$ cat src/rtl/stk_guard_pkg.sv
package stk_guard_pkg;

    typedef enum logic [1:0] {
        OP_IDLE  = 2'b00,
        OP_CLAIM = 2'b01,
        OP_DROP  = 2'b10,
        OP_RSVD  = 2'b11
    } stk_op_e;

    typedef enum logic {
        SLOT_FREE = 1'b0,
        SLOT_HELD = 1'b1
    } slot_state_e;

    typedef enum logic {
        BANK_OK        = 1'b0,
        BANK_EXHAUSTED = 1'b1
    } bank_state_e;

endpackage

$ cat src/rtl/stk_guard_slot.sv
module stk_guard_slot
    import stk_guard_pkg::*;
#(
    parameter int AW         = 32,
    parameter int CNT_W      = 12,
    parameter int FW         = 8,
    parameter int ELEM_SHIFT = 2
) (
    input  logic             clk,
    input  logic             rst_n,
    input  logic             claim_in,
    output logic             claim_out,
    input  logic             drop_req,
    input  logic [FW-1:0]    drop_frame,
    input  logic [AW-1:0]    cmd_base,
    input  logic [CNT_W-1:0] cmd_count,
    input  logic [FW-1:0]    cmd_frame,
    input  logic [AW-1:0]    chk_addr,
    input  logic             hit_in,
    input  logic [FW-1:0]    hit_frame_in,
    output logic             hit_out,
    output logic [FW-1:0]    hit_frame_out,
    output logic             held,
    output logic [FW-1:0]    frame,
    output logic             dropping
);

    slot_state_e      state_q, state_d;
    logic [AW-1:0]    base_q;
    logic [CNT_W-1:0] count_q;
    logic [FW-1:0]    frame_q;
    logic [AW-1:0]    span;
    logic [AW-1:0]    offset;
    logic             take;
    logic             region_hit;

    // The claim stops at the first free slot; anything left goes on down the chain.
    assign take      = claim_in && (state_q == SLOT_FREE);
    assign claim_out = claim_in && (state_q != SLOT_FREE);
    assign dropping  = drop_req && (state_q == SLOT_HELD) && (frame_q == drop_frame);

    always_comb begin
        state_d = state_q;
        unique case (state_q)
            SLOT_FREE: if (take)     state_d = SLOT_HELD;
            SLOT_HELD: if (dropping) state_d = SLOT_FREE;
        endcase
    end

    always_ff @(posedge clk or negedge rst_n) begin
        if (!rst_n) state_q <= SLOT_FREE;
        else        state_q <= state_d;
    end

    always_ff @(posedge clk or negedge rst_n) begin
        if (!rst_n) begin
            base_q  <= '0;
            count_q <= '0;
            frame_q <= '0;
        end else if (take) begin
            base_q  <= cmd_base;
            count_q <= cmd_count;
            frame_q <= cmd_frame;
        end
    end

    // Unsigned distance from the base covers the lower bound, the upper bound
    // and wrap past the top of the address space with one compare.
    assign span       = AW'(count_q) << ELEM_SHIFT;
    assign offset     = chk_addr - base_q;
    assign region_hit = (state_q == SLOT_HELD) && !dropping && (offset < span);

    always_comb begin
        hit_out       = hit_in | region_hit;
        hit_frame_out = hit_in ? hit_frame_in : (region_hit ? frame_q : '0);
        held          = (state_q == SLOT_HELD);
        frame         = frame_q;
    end

endmodule

$ cat src/rtl/stk_guard_ctrl.sv
module stk_guard_ctrl
    import stk_guard_pkg::*;
#(
    parameter int FW = 8
) (
    input  logic          clk,
    input  logic          rst_n,
    input  logic          claim_req,
    input  logic          claim_miss,
    input  logic          any_drop,
    input  logic          chk_valid,
    input  logic          hit_any,
    input  logic [FW-1:0] hit_frame,
    output logic          rsp_valid,
    output logic          rsp_hit,
    output logic [FW-1:0] rsp_frame,
    output logic          fallback_n
);

    bank_state_e state_q, state_d;

    always_comb begin
        state_d = state_q;
        unique case (state_q)
            BANK_OK:        if (claim_req && claim_miss) state_d = BANK_EXHAUSTED;
            BANK_EXHAUSTED: if (any_drop)                state_d = BANK_OK;
        endcase
    end

    always_ff @(posedge clk or negedge rst_n) begin
        if (!rst_n) state_q <= BANK_OK;
        else        state_q <= state_d;
    end

    always_comb begin
        fallback_n = (state_q != BANK_EXHAUSTED);
    end

    always_ff @(posedge clk or negedge rst_n) begin
        if (!rst_n) begin
            rsp_valid <= 1'b0;
            rsp_hit   <= 1'b0;
            rsp_frame <= '0;
        end else begin
            rsp_valid <= chk_valid;
            rsp_hit   <= chk_valid && hit_any;
            rsp_frame <= (chk_valid && hit_any) ? hit_frame : '0;
        end
    end

endmodule

$ cat src/rtl/stk_frame_guard.sv
module stk_frame_guard
    import stk_guard_pkg::*;
#(
    parameter int NUM_SLOTS  = 4,
    parameter int AW         = 32,
    parameter int CNT_W      = 12,
    parameter int FW         = 8,
    parameter int ELEM_SHIFT = 2
) (
    input  logic             clk,
    input  logic             rst_n,
    input  logic [1:0]       cmd_op,
    input  logic [AW-1:0]    cmd_base,
    input  logic [CNT_W-1:0] cmd_count,
    input  logic [FW-1:0]    cmd_frame,
    input  logic             chk_valid,
    input  logic [AW-1:0]    chk_addr,
    output logic             chk_rsp_valid,
    output logic             chk_hit,
    output logic [FW-1:0]    chk_frame,
    output logic             fallback_n
);

    stk_op_e                          op_e;
    logic                             claim_req;
    logic                             drop_req;
    logic [NUM_SLOTS:0]               claim_chain;
    logic [NUM_SLOTS:0]               hit_chain;
    logic [NUM_SLOTS:0][FW-1:0]       frame_chain;
    logic [NUM_SLOTS-1:0]             slot_held;
    logic [NUM_SLOTS-1:0]             slot_drop;
    logic [NUM_SLOTS-1:0][FW-1:0]     slot_frame;

    assign op_e      = stk_op_e'(cmd_op);
    assign claim_req = (op_e == OP_CLAIM);
    assign drop_req  = (op_e == OP_DROP);

    assign claim_chain[0] = claim_req;
    assign hit_chain[0]   = 1'b0;
    assign frame_chain[0] = '0;

    for (genvar i = 0; i < NUM_SLOTS; i++) begin : g_slot
        stk_guard_slot #(
            .AW(AW), .CNT_W(CNT_W), .FW(FW), .ELEM_SHIFT(ELEM_SHIFT)
        ) u_slot (
            .clk           (clk),
            .rst_n         (rst_n),
            .claim_in      (claim_chain[i]),
            .claim_out     (claim_chain[i+1]),
            .drop_req      (drop_req),
            .drop_frame    (cmd_frame),
            .cmd_base      (cmd_base),
            .cmd_count     (cmd_count),
            .cmd_frame     (cmd_frame),
            .chk_addr      (chk_addr),
            .hit_in        (hit_chain[i]),
            .hit_frame_in  (frame_chain[i]),
            .hit_out       (hit_chain[i+1]),
            .hit_frame_out (frame_chain[i+1]),
            .held          (slot_held[i]),
            .frame         (slot_frame[i]),
            .dropping      (slot_drop[i])
        );
    end

    stk_guard_ctrl #(.FW(FW)) u_ctrl (
        .clk        (clk),
        .rst_n      (rst_n),
        .claim_req  (claim_req),
        .claim_miss (claim_chain[NUM_SLOTS]),
        .any_drop   (|slot_drop),
        .chk_valid  (chk_valid),
        .hit_any    (hit_chain[NUM_SLOTS]),
        .hit_frame  (frame_chain[NUM_SLOTS]),
        .rsp_valid  (chk_rsp_valid),
        .rsp_hit    (chk_hit),
        .rsp_frame  (chk_frame),
        .fallback_n (fallback_n)
    );

endmodule

$ cat config.mk
export PLATFORM = sky130hd
export DESIGN_NAME = stk_frame_guard
export DESIGN_NICKNAME = d
export VERILOG_FILES = /design/src/rtl/stk_guard_pkg.sv /design/src/rtl/stk_guard_slot.sv /design/src/rtl/stk_guard_ctrl.sv /design/src/rtl/stk_frame_guard.sv
export SDC_FILE = /design/constraint.sdc
export NUM_CORES = 1
export LEC_CHECK = 0
export ABC_AREA = 1
export CELL_PAD_IN_SITES_DETAIL_PLACEMENT = 0
export CELL_PAD_IN_SITES_GLOBAL_PLACEMENT = 1
export CORE_ASPECT_RATIO = 1.5
export CORE_MARGIN = 4
export CORE_UTILIZATION = 40
export CTS_BUF_LIST = sky130_fd_sc_hd__clkbuf_2
export CTS_CLUSTER_SIZE = 25
export DETAILED_ROUTE_END_ITERATION = 7
export PLACE_DENSITY_LB_ADDON = 0.1
export SYNTH_ARGS = -nofsm -noshare
export SYNTH_HDL_FRONTEND = slang
export SYNTH_HIERARCHICAL = 1
export SYNTH_SLANG_ARGS = --single-unit
$ cat constraint.sdc
create_clock -name clk -period 4.6 [get_ports clk]
set_input_delay 0.92 -clock clk [delete_from_list [all_inputs] [get_ports clk]]
set_output_delay 0.92 -clock clk [all_outputs]
set_load 0.005 [all_outputs]
# [After elaboration in Yosys (flattened, before gate mapping)]
# Cells that the tools add are included.
[classes] mux=22 n_lt_le_gt_ge=4 n_addsub=4 n_eq_ne=6 n_reduce_logical=31 bitwise_logic=8
[ops] operator="$lt 32x14->1" n=4
[ops] operator="$sub 32x32->32" n=4
[ops] operator="$mux 8" n=7
[ops] operator="$eq 8x8->1" n=4
[ops] operator="$logic_and 1x1->1" n=26
[ops] operator="$mux 1" n=10
[ops] operator="$pmux 1 s2" n=5
[ops] operator="$not 1->1" n=5
[ops] operator="$logic_not 1->1" n=4
[ops] operator="$reduce_or 4->1" n=1
[ops] operator="$or 1x1->1" n=3
[ops] operator="$eq 2x1->1 const B" n=1
[ops] operator="$eq 2x2->1 const B" n=1
[word_totals] inputBits=89 reg_bits=223 word_cells=95 output_inout_bits=11

# [Longest topological paths before layout]
[depth] word_depth=11 mapped_depth=35 ltp_nobuf=29

# [Modules after synthesis]
# The synthesis kept the hierarchy.
[by_module_without_submodules] mod="stk_guard_slot (g_slot[1].u_slot ...)" cells_per_inst=847 instances=3 area_per_inst_um2=5076.1
[by_module_without_submodules] mod="stk_guard_slot (g_slot[0].u_slot)" cells_per_inst=845 instances=1 area_per_inst_um2=5073.6
[by_module_without_submodules] mod="stk_guard_ctrl" cells_per_inst=34 instances=1 area_per_inst_um2=365.4
[by_module_without_submodules] mod="stk_frame_guard" cells_per_inst=8 instances=1 area_per_inst_um2=30.0

# [Worst setup path after synthesis]
# OpenSTA, ideal clock, no wires.
[synth_path] path_type="input to register" start="input port chk_addr[8]" end="register u_ctrl.rsp_frame[6]" stages=32 t_required_ps=4480 path_slack_ps=-495 arrival_time_ps=4975 cell_sequence="ha_1 nand2_1 inv_1 nand2_1 nand2_1 a21oi_1 nand2_1 xor2_1 ha_1 a21o_1 nor2_1 nand3_1 nor2_1 nand2_1 nor2_8 nand2_1 nand2_1 clkbuf_1 clkbuf_1 inv_1 nand2_1 clkbuf_1 clkbuf_1 inv_1 nand2_1 clkbuf_1 clkbuf_1 nor2_1 nand3_1 nand2_1 inv_1 nor2_1"
[synth_rtl] item="start, declared" line="stk_frame_guard.sv:17" source="input logic [AW-1:0] chk_addr,"
[synth_rtl] item="end signal, assigned" line="stk_guard_ctrl.sv:47" source="rsp_frame <= (chk_valid && hit_any) ? hit_frame : '0;"
[synth_rtl] item="end, declared" line="stk_guard_ctrl.sv:16" source="output logic [FW-1:0] rsp_frame,"

==> reports/qor.txt <==
CTS Buffer Depth - 3
RSZ-0062 raised after global routing - no
GP Congestion - 0.927
CP endpoint - u_ctrl/rsp_frame[4]
DRT Pass-1 Iters - 5
First-pass GRT wire length - 127000 um
Reg2reg path depth - 29
Setup WS pre-CTS - -322 ps
Min Clock Period, post-route - 3950 ps
Die ar. - 55500 sq um
ANT nets after route - 0
Max Fclk - 0.253 GHz
Status - complete, no violations
I/O Pins - 100
CP Capture Type - flop
TNS Setup - 0 ps
Port buffer count - 99
Worst path required time - 5580 ps
Most common cell after layout, fill and taps aside - nand2_1
DRC - 0
CTS Root Cell - clkbuf_2
Fin worst setup slack - 653 ps
# resized after CTS - 0
Mux cell area share after synthesis - 0.00653
DR WL met3 - 3740 um
Slew Limit Fails - 0
Number of cells on the critical path - 30
Worst-Margin Slew - 1150 ps
Synth Area in Adders - 0.0991
Dpl hpwl - 70900 um
Hold Fails Final Rpt - 0
Reg-to-reg startpoint - g_slot[0].u_slot/base_q[10]
Net Switching - 8.92 mW
Cell variety after synth - 31
FP Rows - 101
Overflow after GRT - 0
Crit Path Category - input pin to flop
M1 wire length - 34700 um
Antenna violations before repair - 3
Crit share post-route - 0.858
Total Wirelength - 84100 um
Top cell by count, worst path - nand2_1
Final Cell Area - 25200 sq um
Initial DRC Count - 1205
Clk pin slew, worst setup/hold paths - 90 ps
Comb power frac - 0.723
Clk_skew - 56.8 ps
Relative slew slack - 0.236
Seq pwr share - 0.185
Sequential area share after synthesis - 0.270
Internal power - 8.26 mW
Post-synthesis simple-gate area fraction - 0.365
Syn-to-layout area delta - 21.6%
Vias in the first global route - 21500
Vias per inst - 4.86
Layout cells sized above 1 - 0.122
Syn Inst Count - 3428
Post-synthesis cell area - 20700 sq um
Critical path origin - chk_addr[10]
Crit Reg-Reg Endpoint - u_ctrl/rsp_frame[4]
Routed wl met2 - 41500 um
Xor and xnor area share after synthesis - 0.0292
Largest net degree at the start of global routing - 103
R2R Setup Slk - 720 ps
Pwr Density - 682 nW/um^2
CTS H-tree depth - 2
Die W - 194 um
Maxcap violations - 0
Crit-path max cell delay - 400 ps
Crit-path max FO - 17
Worst Path Arrival - 4920 ps
Max layer used - met5
Worst Setup Start Kind - input pin
CTS tree - done
Clk pwr share - 0.092
Worst ir drop on vdd - 0.301 mV
Finish-stage setup viols - 0
DIE HEIGHT - 287 um
CP max stage cell - clkdlybuf4s50_1
Worst hold path type - input pin to flop
Switching share of power - 0.519
Largest family of logic cells by synthesized area - simple AND/OR/NAND/NOR gates
Via count - 22100
Most frequent cells in the layout - nand2_1, inv_1, nor2_1, a21oi_1, buf_4
Final nets - 4083
Crit path buf inv count - 10
Post-CTS Hold Buffers - 1
TritonCTS Buffers - 59
Area after DPL - 24600 sq um
Delay-heaviest family, CP - simple AND/OR/NAND/NOR gates
Initial core utilization - 0.406
Leakage - 15.1 nW
Syn Area/Cell - 6.04 sq um
Synthesized flop and latch total - 223
Total setup buffers inserted after CTS - 0
CTS sink count - 223
Worst-Skew Late Latency - 1100 ps
Synth warn - 6
DR WL/cell - 18.5 um
Synth Area in Compound Gates - 0.0910
Tot GR Track Use - 0.298
Core area - 50900 sq um
## flip-flops by register name (all words and copies together) (netlist names)
name	count
u_ctrl/rsp_hit	1
u_ctrl/rsp_valid	1
g_slot.u_slot/frame	32
g_slot.u_slot/count_q	48
g_slot.u_slot/held	4
u_ctrl/state_q	1
u_ctrl/rsp_frame	8
g_slot.u_slot/base_q	128
## worst min-delay path by stage
stage / start / end / depth (start not counted)
floorplan: u_ctrl/state_q / u_ctrl/state_q / 2
global placement: u_ctrl/state_q / u_ctrl/state_q / 2
detailed placement: u_ctrl/state_q / u_ctrl/state_q / 2
CTS: chk_valid / u_ctrl/rsp_valid / 1
global route: chk_valid / u_ctrl/rsp_valid / 1
finish: chk_valid / u_ctrl/rsp_valid / 1
## worst reg2reg max path, delay by kind of cell (launching register included)
kind	cells	cell delay (ps)
and+or+nand+nor	16	1540
buffers and inverters	9	880
adders and majority gates	2	680
DFF	1	350
xor gates and xnor gates	1	190
AOI/OAI and AO/OA	1	160
## Yosys cell counts
cell type	n	area, sq um
a21o_1	5	37.5
a21oi_1	313	1570
a21oi_2	3	26.3
and2_1	10	62.6
clkbuf_1	52	195
clkinv_1	1	3.75
conb_1	1	3.75
dfrtp_1	223	5580
ha_1	164	2050
inv_1	711	2670
inv_2	5	18.8
mux2_2	12	135
nand2_1	1070	4020
nand2_2	28	175
nand3_1	166	831
nand3_2	3	30.0
nand3b_1	17	128
nand4_1	31	194
nor2_1	436	1640
nor2_2	26	163
nor2_4	8	90.1
nor2_8	1	20.0
nor3_1	20	100
nor3_2	8	80.1
o21a_1	3	22.5
o21ai_0	21	105
o21bai_1	16	120
o22ai_1	1	6.26
or2_2	4	25.0
xnor2_1	7	61.3
xor2_1	62	543
## layer usage
| metal | GRT usage | vias to the layer above |
|---|---|---|
| li1 | - | 11300 |
| met1 | 0.355 | 10100 |
| met2 | 0.537 | 573 |
| met3 | 0.0431 | 177 |
| met4 | 0.122 | 2 |
| met5 | 0 | - |
## power by group through the flow
stage / combinational (mW) / clock [mW] / sequential (mW)
2_1_floorplan: 7.52 / 0 / 3.13
3_3_place_gp: 12.2 / 0 / 3.19
3_5_place_dp: 12.3 / 0 / 3.22
4_1_cts: 12.4 / 1.65 / 3.18
5_1_grt: 13.9 / 1.74 / 3.27
6_report: 12.4 / 1.59 / 3.18
## area by class of cell
class                   instances  area [sq um]
diodes                          3          7.51
clock buffers                  77           385
clock inverters                24           181
fillers                      5485         25800
inverters                     717          2690
multi-input cells            2444         12300
flip-flops and latches        223          5580
well taps                     669           837
repair buffers                385          3200
## stage by stage
stage	hold WS (ps)	util	total power, mW	std cells
floorplan	448	-	10.7	3436
global placement	464	0.483	15.4	4437
detailed placement	473	0.483	15.5	4437
CTS	275	0.494	17.2	4539
global route	306	0.494	18.9	4540
finish	375	0.494	17.2	4542
## cells by family after synthesis
logic type	count (synthesis)
multiplexers	12
buffers and inverters	769
AO/OA/AOI/OAI	362
XOR/XNOR	69
flip-flops	223
other	1
adder cells (fa/ha/maj)	164
AND/OR/NAND/NOR	1828
Power figures use the tool's default switching activity.
